===== config.mk =====
export PLATFORM = sky130hd
export DESIGN_NAME = serial_host_regif
export DESIGN_NICKNAME = d
export VERILOG_FILES = /design/src/rtl/serial_regif_pkg.sv /design/src/rtl/serial_regif_timing.sv /design/src/rtl/serial_regif_cmd.sv /design/src/rtl/serial_regif_regs.sv /design/src/rtl/serial_host_regif.sv
export SDC_FILE = /design/constraint.sdc
export NUM_CORES = 1
export LEC_CHECK = 0
export CELL_PAD_IN_SITES_DETAIL_PLACEMENT = 1
export CELL_PAD_IN_SITES_GLOBAL_PLACEMENT = 1
export CORE_AREA = 2 2 119 63
export DETAILED_ROUTE_END_ITERATION = 10
export DIE_AREA = 0 0 121 65
export PLACE_DENSITY = 0.82
export SLEW_MARGIN = 30
export SYNTH_ARGS = -nofsm -noshare
export SYNTH_HDL_FRONTEND = slang
export SYNTH_SLANG_ARGS = --single-unit

===== constraint.sdc =====
create_clock -name clk_i -period 1.7 [get_ports clk_i]
set_input_delay 0.255 -clock clk_i [delete_from_list [all_inputs] [get_ports clk_i]]
set_output_delay 0.255 -clock clk_i [all_outputs]
set_load 0.05 [all_outputs]

===== src/rtl/serial_regif_pkg.sv =====
package serial_regif_pkg;
  localparam int unsigned AW = 3;
  localparam int unsigned DW = 8;

  localparam logic [AW-1:0] A_MODE   = 3'd0;
  localparam logic [AW-1:0] A_CLKSEL = 3'd1;
  localparam logic [AW-1:0] A_AUX    = 3'd2;
  localparam logic [AW-1:0] A_VEC    = 3'd3;
  localparam logic [AW-1:0] A_MASK   = 3'd4;
  localparam logic [AW-1:0] A_STAT   = 3'd5;
  localparam logic [AW-1:0] A_CMD    = 3'd6;

  typedef enum logic [1:0] {
    DIR_NOP0 = 2'b00,
    DIR_ON   = 2'b01,
    DIR_OFF  = 2'b10,
    DIR_NOP3 = 2'b11
  } dir_cmd_e;

  typedef enum logic [2:0] {
    ACT_NONE   = 3'd0,
    ACT_RX_RST = 3'd1,
    ACT_TX_RST = 3'd2,
    ACT_CLR_WN = 3'd3
  } act_cmd_e;

  typedef struct packed {
    logic       spare;
    logic [2:0] act;
    logic [1:0] tx;
    logic [1:0] rx;
  } cmd_t;
endpackage


===== src/rtl/serial_regif_timing.sv =====
module serial_regif_timing (
  input  logic clk_i,
  input  logic rst_ni,
  input  logic req_i,
  input  logic rd_i,
  output logic ack_o,
  output logic pclk_o
);
  logic ph_q, busy_q;

  always_ff @(posedge clk_i or negedge rst_ni) begin
    if (!rst_ni) ph_q <= 1'b0;
    else         ph_q <= ~ph_q;
  end

  // reads wait at least one cycle, then finish on the high peripheral phase
  always_comb ack_o = req_i & (rd_i ? (busy_q & ph_q) : 1'b1);

  always_ff @(posedge clk_i or negedge rst_ni) begin
    if (!rst_ni)                    busy_q <= 1'b0;
    else if (ack_o)                 busy_q <= 1'b0;
    else if (req_i && rd_i)         busy_q <= 1'b1;
  end

  assign pclk_o = ph_q;

  logic [1:0] wcnt_q;
  always_ff @(posedge clk_i or negedge rst_ni) begin
    if (!rst_ni)              wcnt_q <= '0;
    else if (!req_i || ack_o) wcnt_q <= '0;
    else if (wcnt_q != 2'd3)  wcnt_q <= wcnt_q + 2'd1;
  end

  assert_read_waits_R2: assert property (@(posedge clk_i) disable iff (!rst_ni)
    (ack_o && rd_i) |-> (wcnt_q == 2'd1 || wcnt_q == 2'd2));
  assert_write_no_stall_R3: assert property (@(posedge clk_i) disable iff (!rst_ni)
    (req_i && !rd_i) |=> (wcnt_q == 2'd0));
endmodule


===== src/rtl/serial_regif_cmd.sv =====
module serial_regif_cmd
  import serial_regif_pkg::*;
(
  input  logic          clk_i,
  input  logic          rst_ni,
  input  logic          wr_cmd_i,
  input  logic [DW-1:0] wdata_i,
  output logic          tx_en_o,
  output logic          rx_en_o,
  output logic          tx_rst_o,
  output logic          rx_rst_o,
  output logic          clr_warn_o
);
  cmd_t cmd;
  assign cmd = cmd_t'(wdata_i);

  logic rx_kill, tx_kill;
  always_comb begin
    rx_kill    = wr_cmd_i && (cmd.act == ACT_RX_RST);
    tx_kill    = wr_cmd_i && (cmd.act == ACT_TX_RST);
    clr_warn_o = wr_cmd_i && (cmd.act == ACT_CLR_WN);
  end

  always_ff @(posedge clk_i or negedge rst_ni) begin
    if (!rst_ni) begin
      rx_en_o  <= 1'b0;
      tx_en_o  <= 1'b0;
      rx_rst_o <= 1'b0;
      tx_rst_o <= 1'b0;
    end else begin
      rx_rst_o <= rx_kill;
      tx_rst_o <= tx_kill;
      if (rx_kill)                                      rx_en_o <= 1'b0;
      else if (wr_cmd_i && cmd.rx == DIR_ON)            rx_en_o <= 1'b1;
      else if (wr_cmd_i && cmd.rx == DIR_OFF)           rx_en_o <= 1'b0;
      if (tx_kill)                                      tx_en_o <= 1'b0;
      else if (wr_cmd_i && cmd.tx == DIR_ON)            tx_en_o <= 1'b1;
      else if (wr_cmd_i && cmd.tx == DIR_OFF)           tx_en_o <= 1'b0;
    end
  end

  assert_tx_reset_disables_R10: assert property (@(posedge clk_i) disable iff (!rst_ni)
    tx_rst_o |-> !tx_en_o);
  assert_rx_reset_disables_R10: assert property (@(posedge clk_i) disable iff (!rst_ni)
    rx_rst_o |-> !rx_en_o);
endmodule


===== src/rtl/serial_regif_regs.sv =====
module serial_regif_regs
  import serial_regif_pkg::*;
#(
  parameter logic [DW-1:0] VEC_RST = 8'h0F,
  parameter int unsigned   STAT_W  = 7
) (
  input  logic              clk_i,
  input  logic              rst_ni,
  input  logic              wr_i,
  input  logic [AW-1:0]     addr_i,
  input  logic [DW-1:0]     wdata_i,
  input  logic              chan_on_i,
  input  logic              clr_warn_i,
  input  logic [STAT_W-1:0] stat_i,
  output logic [DW-1:0]     mode_o,
  output logic [DW-1:0]     clksel_o,
  output logic [DW-1:0]     aux_o,
  output logic [DW-1:0]     vec_o,
  output logic [DW-1:0]     rd_data_o,
  output logic              irq_o
);
  localparam int unsigned PAD = DW - 1 - STAT_W;

  logic [DW-1:0] mask_q, stat_byte;
  logic          warn_q;
  logic          wr_mode, wr_clk, wr_aux, wr_vec, wr_mask, blocked;

  always_comb begin
    wr_mode = wr_i && addr_i == A_MODE;
    wr_clk  = wr_i && addr_i == A_CLKSEL;
    wr_aux  = wr_i && addr_i == A_AUX;
    wr_vec  = wr_i && addr_i == A_VEC;
    wr_mask = wr_i && addr_i == A_MASK;
    blocked = chan_on_i && ((wr_mode || wr_clk) ||
                            (wr_aux && (wdata_i[DW-1] != aux_o[DW-1])));
  end

  generate
    if (PAD > 0) begin : g_pad
      assign stat_byte = {warn_q, {PAD{1'b0}}, stat_i};
    end else begin : g_nopad
      assign stat_byte = {warn_q, stat_i};
    end
  endgenerate

  always_ff @(posedge clk_i or negedge rst_ni) begin
    if (!rst_ni) begin
      mode_o   <= '0;
      clksel_o <= '0;
      aux_o    <= '0;
      vec_o    <= VEC_RST;
      mask_q   <= '0;
      warn_q   <= 1'b0;
    end else begin
      if (wr_mode && !chan_on_i) mode_o   <= wdata_i;
      if (wr_clk  && !chan_on_i) clksel_o <= wdata_i;
      if (wr_aux)  aux_o  <= chan_on_i ? {aux_o[DW-1], wdata_i[DW-2:0]} : wdata_i;
      if (wr_vec)  vec_o  <= wdata_i;
      if (wr_mask) mask_q <= wdata_i;
      if (blocked)         warn_q <= 1'b1;
      else if (clr_warn_i) warn_q <= 1'b0;
    end
  end

  always_comb begin
    unique case (addr_i)
      A_MODE:   rd_data_o = mode_o;
      A_CLKSEL: rd_data_o = clksel_o;
      A_AUX:    rd_data_o = aux_o;
      A_VEC:    rd_data_o = vec_o;
      A_MASK:   rd_data_o = mask_q;
      A_STAT:   rd_data_o = stat_byte;
      default:  rd_data_o = '0;
    endcase
  end

  assign irq_o = |(stat_byte & mask_q);

  assert_mode_locked_R7: assert property (@(posedge clk_i) disable iff (!rst_ni)
    (wr_mode && chan_on_i) |=> (mode_o == $past(mode_o)));
  assert_clksel_locked_R7: assert property (@(posedge clk_i) disable iff (!rst_ni)
    (wr_clk && chan_on_i) |=> (clksel_o == $past(clksel_o)));
  assert_warn_sticky_R8: assert property (@(posedge clk_i) disable iff (!rst_ni)
    (warn_q && !clr_warn_i) |=> warn_q);
  assert_irq_masked_R11: assert property (@(posedge clk_i) disable iff (!rst_ni)
    (mask_q == '0) |-> !irq_o);
endmodule


===== src/rtl/serial_host_regif.sv =====
module serial_host_regif
  import serial_regif_pkg::*;
#(
  parameter logic [7:0] VEC_RST = 8'h0F,
  parameter int unsigned STAT_W = 7
) (
  input  logic              clk_i,
  input  logic              rst_ni,
  input  logic              req_i,
  input  logic              we_i,
  input  logic              iack_i,
  input  logic [2:0]        addr_i,
  input  logic [7:0]        wdata_i,
  output logic [7:0]        rdata_o,
  output logic              ack_o,
  output logic              autovec_o,
  output logic              pclk_o,
  input  logic              autovec_en_i,
  input  logic [STAT_W-1:0] stat_i,
  output logic [7:0]        mode_o,
  output logic [7:0]        clksel_o,
  output logic [7:0]        aux_o,
  output logic              tx_en_o,
  output logic              rx_en_o,
  output logic              tx_rst_o,
  output logic              rx_rst_o,
  output logic              irq_o
);
  logic          rd_type, wr_commit, wr_cmd, clr_warn;
  logic [DW-1:0] vec, rd_data;

  assign rd_type   = ~we_i | iack_i;
  assign wr_commit = ack_o & ~rd_type;
  assign wr_cmd    = wr_commit & (addr_i == A_CMD);

  serial_regif_timing u_timing (
    .clk_i  (clk_i),
    .rst_ni (rst_ni),
    .req_i  (req_i),
    .rd_i   (rd_type),
    .ack_o  (ack_o),
    .pclk_o (pclk_o)
  );

  serial_regif_cmd u_cmd (
    .clk_i      (clk_i),
    .rst_ni     (rst_ni),
    .wr_cmd_i   (wr_cmd),
    .wdata_i    (wdata_i),
    .tx_en_o    (tx_en_o),
    .rx_en_o    (rx_en_o),
    .tx_rst_o   (tx_rst_o),
    .rx_rst_o   (rx_rst_o),
    .clr_warn_o (clr_warn)
  );

  serial_regif_regs #(
    .VEC_RST (VEC_RST),
    .STAT_W  (STAT_W)
  ) u_regs (
    .clk_i      (clk_i),
    .rst_ni     (rst_ni),
    .wr_i       (wr_commit),
    .addr_i     (addr_i),
    .wdata_i    (wdata_i),
    .chan_on_i  (tx_en_o | rx_en_o),
    .clr_warn_i (clr_warn),
    .stat_i     (stat_i),
    .mode_o     (mode_o),
    .clksel_o   (clksel_o),
    .aux_o      (aux_o),
    .vec_o      (vec),
    .rd_data_o  (rd_data),
    .irq_o      (irq_o)
  );

  always_comb begin
    rdata_o   = '0;
    autovec_o = 1'b0;
    if (ack_o && iack_i) begin
      if (autovec_en_i) autovec_o = 1'b1;
      else              rdata_o   = vec;
    end else if (ack_o && rd_type) begin
      rdata_o = rd_data;
    end
  end

  assert_autovec_only_in_ack_R9: assert property (@(posedge clk_i) disable iff (!rst_ni)
    autovec_o |-> (ack_o && iack_i && rdata_o == '0));
  assert_idle_bus_quiet_R1: assert property (@(posedge clk_i) disable iff (!rst_ni)
    !ack_o |-> (rdata_o == '0));
endmodule


==> metrics.txt <==
Worst Hold Class input pin to asynchronous set/reset pin; Max Slew Vio Count 0; Die X approximately 120 microns; power density over cell area ~930 mW/mm^2; DIE AREA a little under 0.008 sq mm; largest vdd supply drop about 0.43 mV; DRT Pass-1 Iters 4; area share of the leading cell type in the synthesized netlist around 44%; Antenna diodes 0; Final Cycle Share 111%; total track usage 27.7%; Layout Utilization about three fifths; commonest non-fill, non-tap cell in the layout buf_4; CP Data Required Time around 1400 ps; crit-path cells mux2i_2, a211oi_2, a21oi_2, o21ai_4, buf_12; yosys warns 0; GRT overflow 0; Placed Cells ~410; synthesis-to-layout area growth 66.7%; Setup crit start kind flip-flop; CP Class flip-flop to output pin; via count 2362; Synth area leader dfrtp_1; Max Cap Viol 0; Final Critical Period 1890 ps; Hold Vio Cnt, Final 0; DR WL/cell around 24 microns; crit path max fanout 2; P_leak between 0.0015 and 0.002 uW; max incr delay on CP between 500 and 600 ps; Antenna Violating Nets Remaining 0; ys flop type dfrtp_1; Syn Area/Cell 10.9 sq um; fin worst setup slack -186 ps; DRC 0; Max-slew headroom around three quarters; Clock Sink Count between 40 and 50; Final nets between 300 and 400; asr flop ratio synth 100%; clock skew ~5.3 ps; synthesized area 0.00245 sq mm; Mapped Nets 250; initial DRC count ~130; Core ar. just under 0.007 sq mm; register area share after synthesis roughly 48%; H-tree level count 2; WHS slightly below 500 ps; Detailed Place HPWL around 6500 microns; initial antenna violation count 0; number of setup violations in the final report 9; first-pass GRT wire length between 15000 and 20000 microns; crit path capture type output pin; IO buf count 63; fmax around 530 MHz; most frequent cells in the layout buf_4 (59), dfrtp_1 (42), mux2_2 (36); Arr. time, crit path 1630 ps; number of global-route vias before repair between 2000 and 3000; largest cells by area after synthesis dfrtp_1 (44%), mux2_2 (17%), mux2i_1 (6.5%); largest net degree at the start of global routing 48; Post-synth EDFFs 0; Clock Path Buffers 2; initial core utilization a little over a third; wirelength, routed a little over 10000 microns; failing checks setup timing; Synth Instances roughly 230; status finished with violations; worst slew pin tran around 400 ps; num rows 22; vias per cell 5.53; num ports 64; clock-pin transition on the worst setup and hold timing paths approximately 70 ps; Die H around 65 microns; RSZ-0062 raised after global routing yes; share of cells above drive strength 1 56.2%; unique cell type count in the Yosys netlist 33; Final Instance Count excl. Fillers 427; GP Congestion about 0.9; Yosys reg bits between 40 and 50; Skew-Pair Late Insertion Delay about 290 ps; CP max-delay cell dfstp_2; CTS Root Cell clkbuf_16; CTS tree built; total CTS buffers 5
[worst max-delay path: cells and delay by family (launching register included)]
kind	cells	cell delay [ps]
flops	1	550
mux	1	80
buf+inv	1	150
compound gates	3	560
[per-stage QoR]
| step | TNS [ps] | worst slack, ps | total power [uW] | cell area [sq um] |
|---|---|---|---|---|
| 3_3_place_gp | -16710 | -426 | 2410 | 3550 |
| 4_1_cts | -725 | -120 | 3750 | 4030 |
| 3_5_place_dp | -19390 | -510 | 2450 | 3550 |
| 5_1_grt | -1360 | -217 | 3950 | 4090 |
| 2_1_floorplan | -2020 | -269 | 1970 | 2520 |
| 6_report | -833 | -186 | 3820 | 4090 |
[cells in the mapped netlist (5+ instances only)]
master and instances:
nor2_1 8, a211oi_1 8, o21ai_0 23, a21oi_1 15, buf_2 6, inv_1 5
mux2_2 36, mux2i_1 16, nand2_1 18, dfrtp_1 43, nand3_1 8
[per-layer routing]
layer / GRT usage, % / wire length [microns] / part of all wire, % / vias to the layer above
li1: - / - / - / 1035
met1: 39.0 / 4750 / 47 / 1229
met2: 42.2 / 4630 / 46 / 88
met3: 6.60 / 632 / 6.2 / 10
met4: 8.58 / 127 / 1.3 / 0
met5: 0 / 0 / 0 / -
[power by group]
| group | internal, uW | total (uW) | switching, uW |
|---|---|---|---|
| Combinational | 520 | 1210 | 694 |
| Clock | 732 | 1180 | 450 |
| Sequential | 1280 | 1420 | 147 |
| Total | 2530 | 3820 | 1290 |
[kinds of logic after synthesis]
| family | synth area share, % |
|---|---|
| flops | 48.1 |
| compound gates | 13.0 |
| simple gates | 12.6 |
| mux | 23.0 |
| xor+xnor | 0.357 |
| buf+inv | 2.90 |
[repair_timing]
item | in CTS | in global routing
gates resized for setup | 64 | 14
pin swaps | 19 | 9
cloned | 2 | 0
endpoints found under the hold margin | 43 | 0
setup buffers | 7 | 4
endpoints found under the setup margin | 43 | 9
hold buffers | 1 | 0
[state kept, by name (all words and copies together) (netlist names)]
register and count:
u_regs.aux_o 8, u_regs.clksel_o 8, u_regs.mask_q 8, u_regs.mode_o 8, u_regs.vec_o 8, u_cmd.rx_en_o 1
u_cmd.rx_rst_o 1, u_cmd.tx_en_o 1, u_cmd.tx_rst_o 1, u_regs.warn_q 1, u_timing.busy_q 1, u_timing.pclk_o 1
[worst paths after layout]
| kind | end | cells after the start | slack (ps) | start |
|---|---|---|---|---|
| setup / recovery | rdata_o[2] | 5 | -190 | u_regs.vec_o[2] |
| setup reg to reg | u_regs.mode_o[3] | 3 | 340 | u_cmd.rx_en_o |
| min in group clk_i | u_regs.aux_o[1] | 2 | 520 | u_regs.aux_o[1] |
| hold reg to reg | u_regs.aux_o[1] | 2 | 520 | u_regs.aux_o[1] |
| max in group asynchronous | u_regs.vec_o[3] | 3 | 950 | rst_ni |
| hold / removal | u_timing.pclk_o | 3 | 480 | rst_ni |
[area by class of cell]
cell class                      count  area (sq um)
Clock buffer                        6           139
Clock inverter                      2          35.0
Fill cell                         712          2870
Inverter                            6          22.5
Multi-Input combinational cell    162          1460
Sequential cell                    47          1180
Tap cell                           96           120
Timing Repair Buffer              108          1130
No activity file was read; power rests on OpenSTA's default activity.
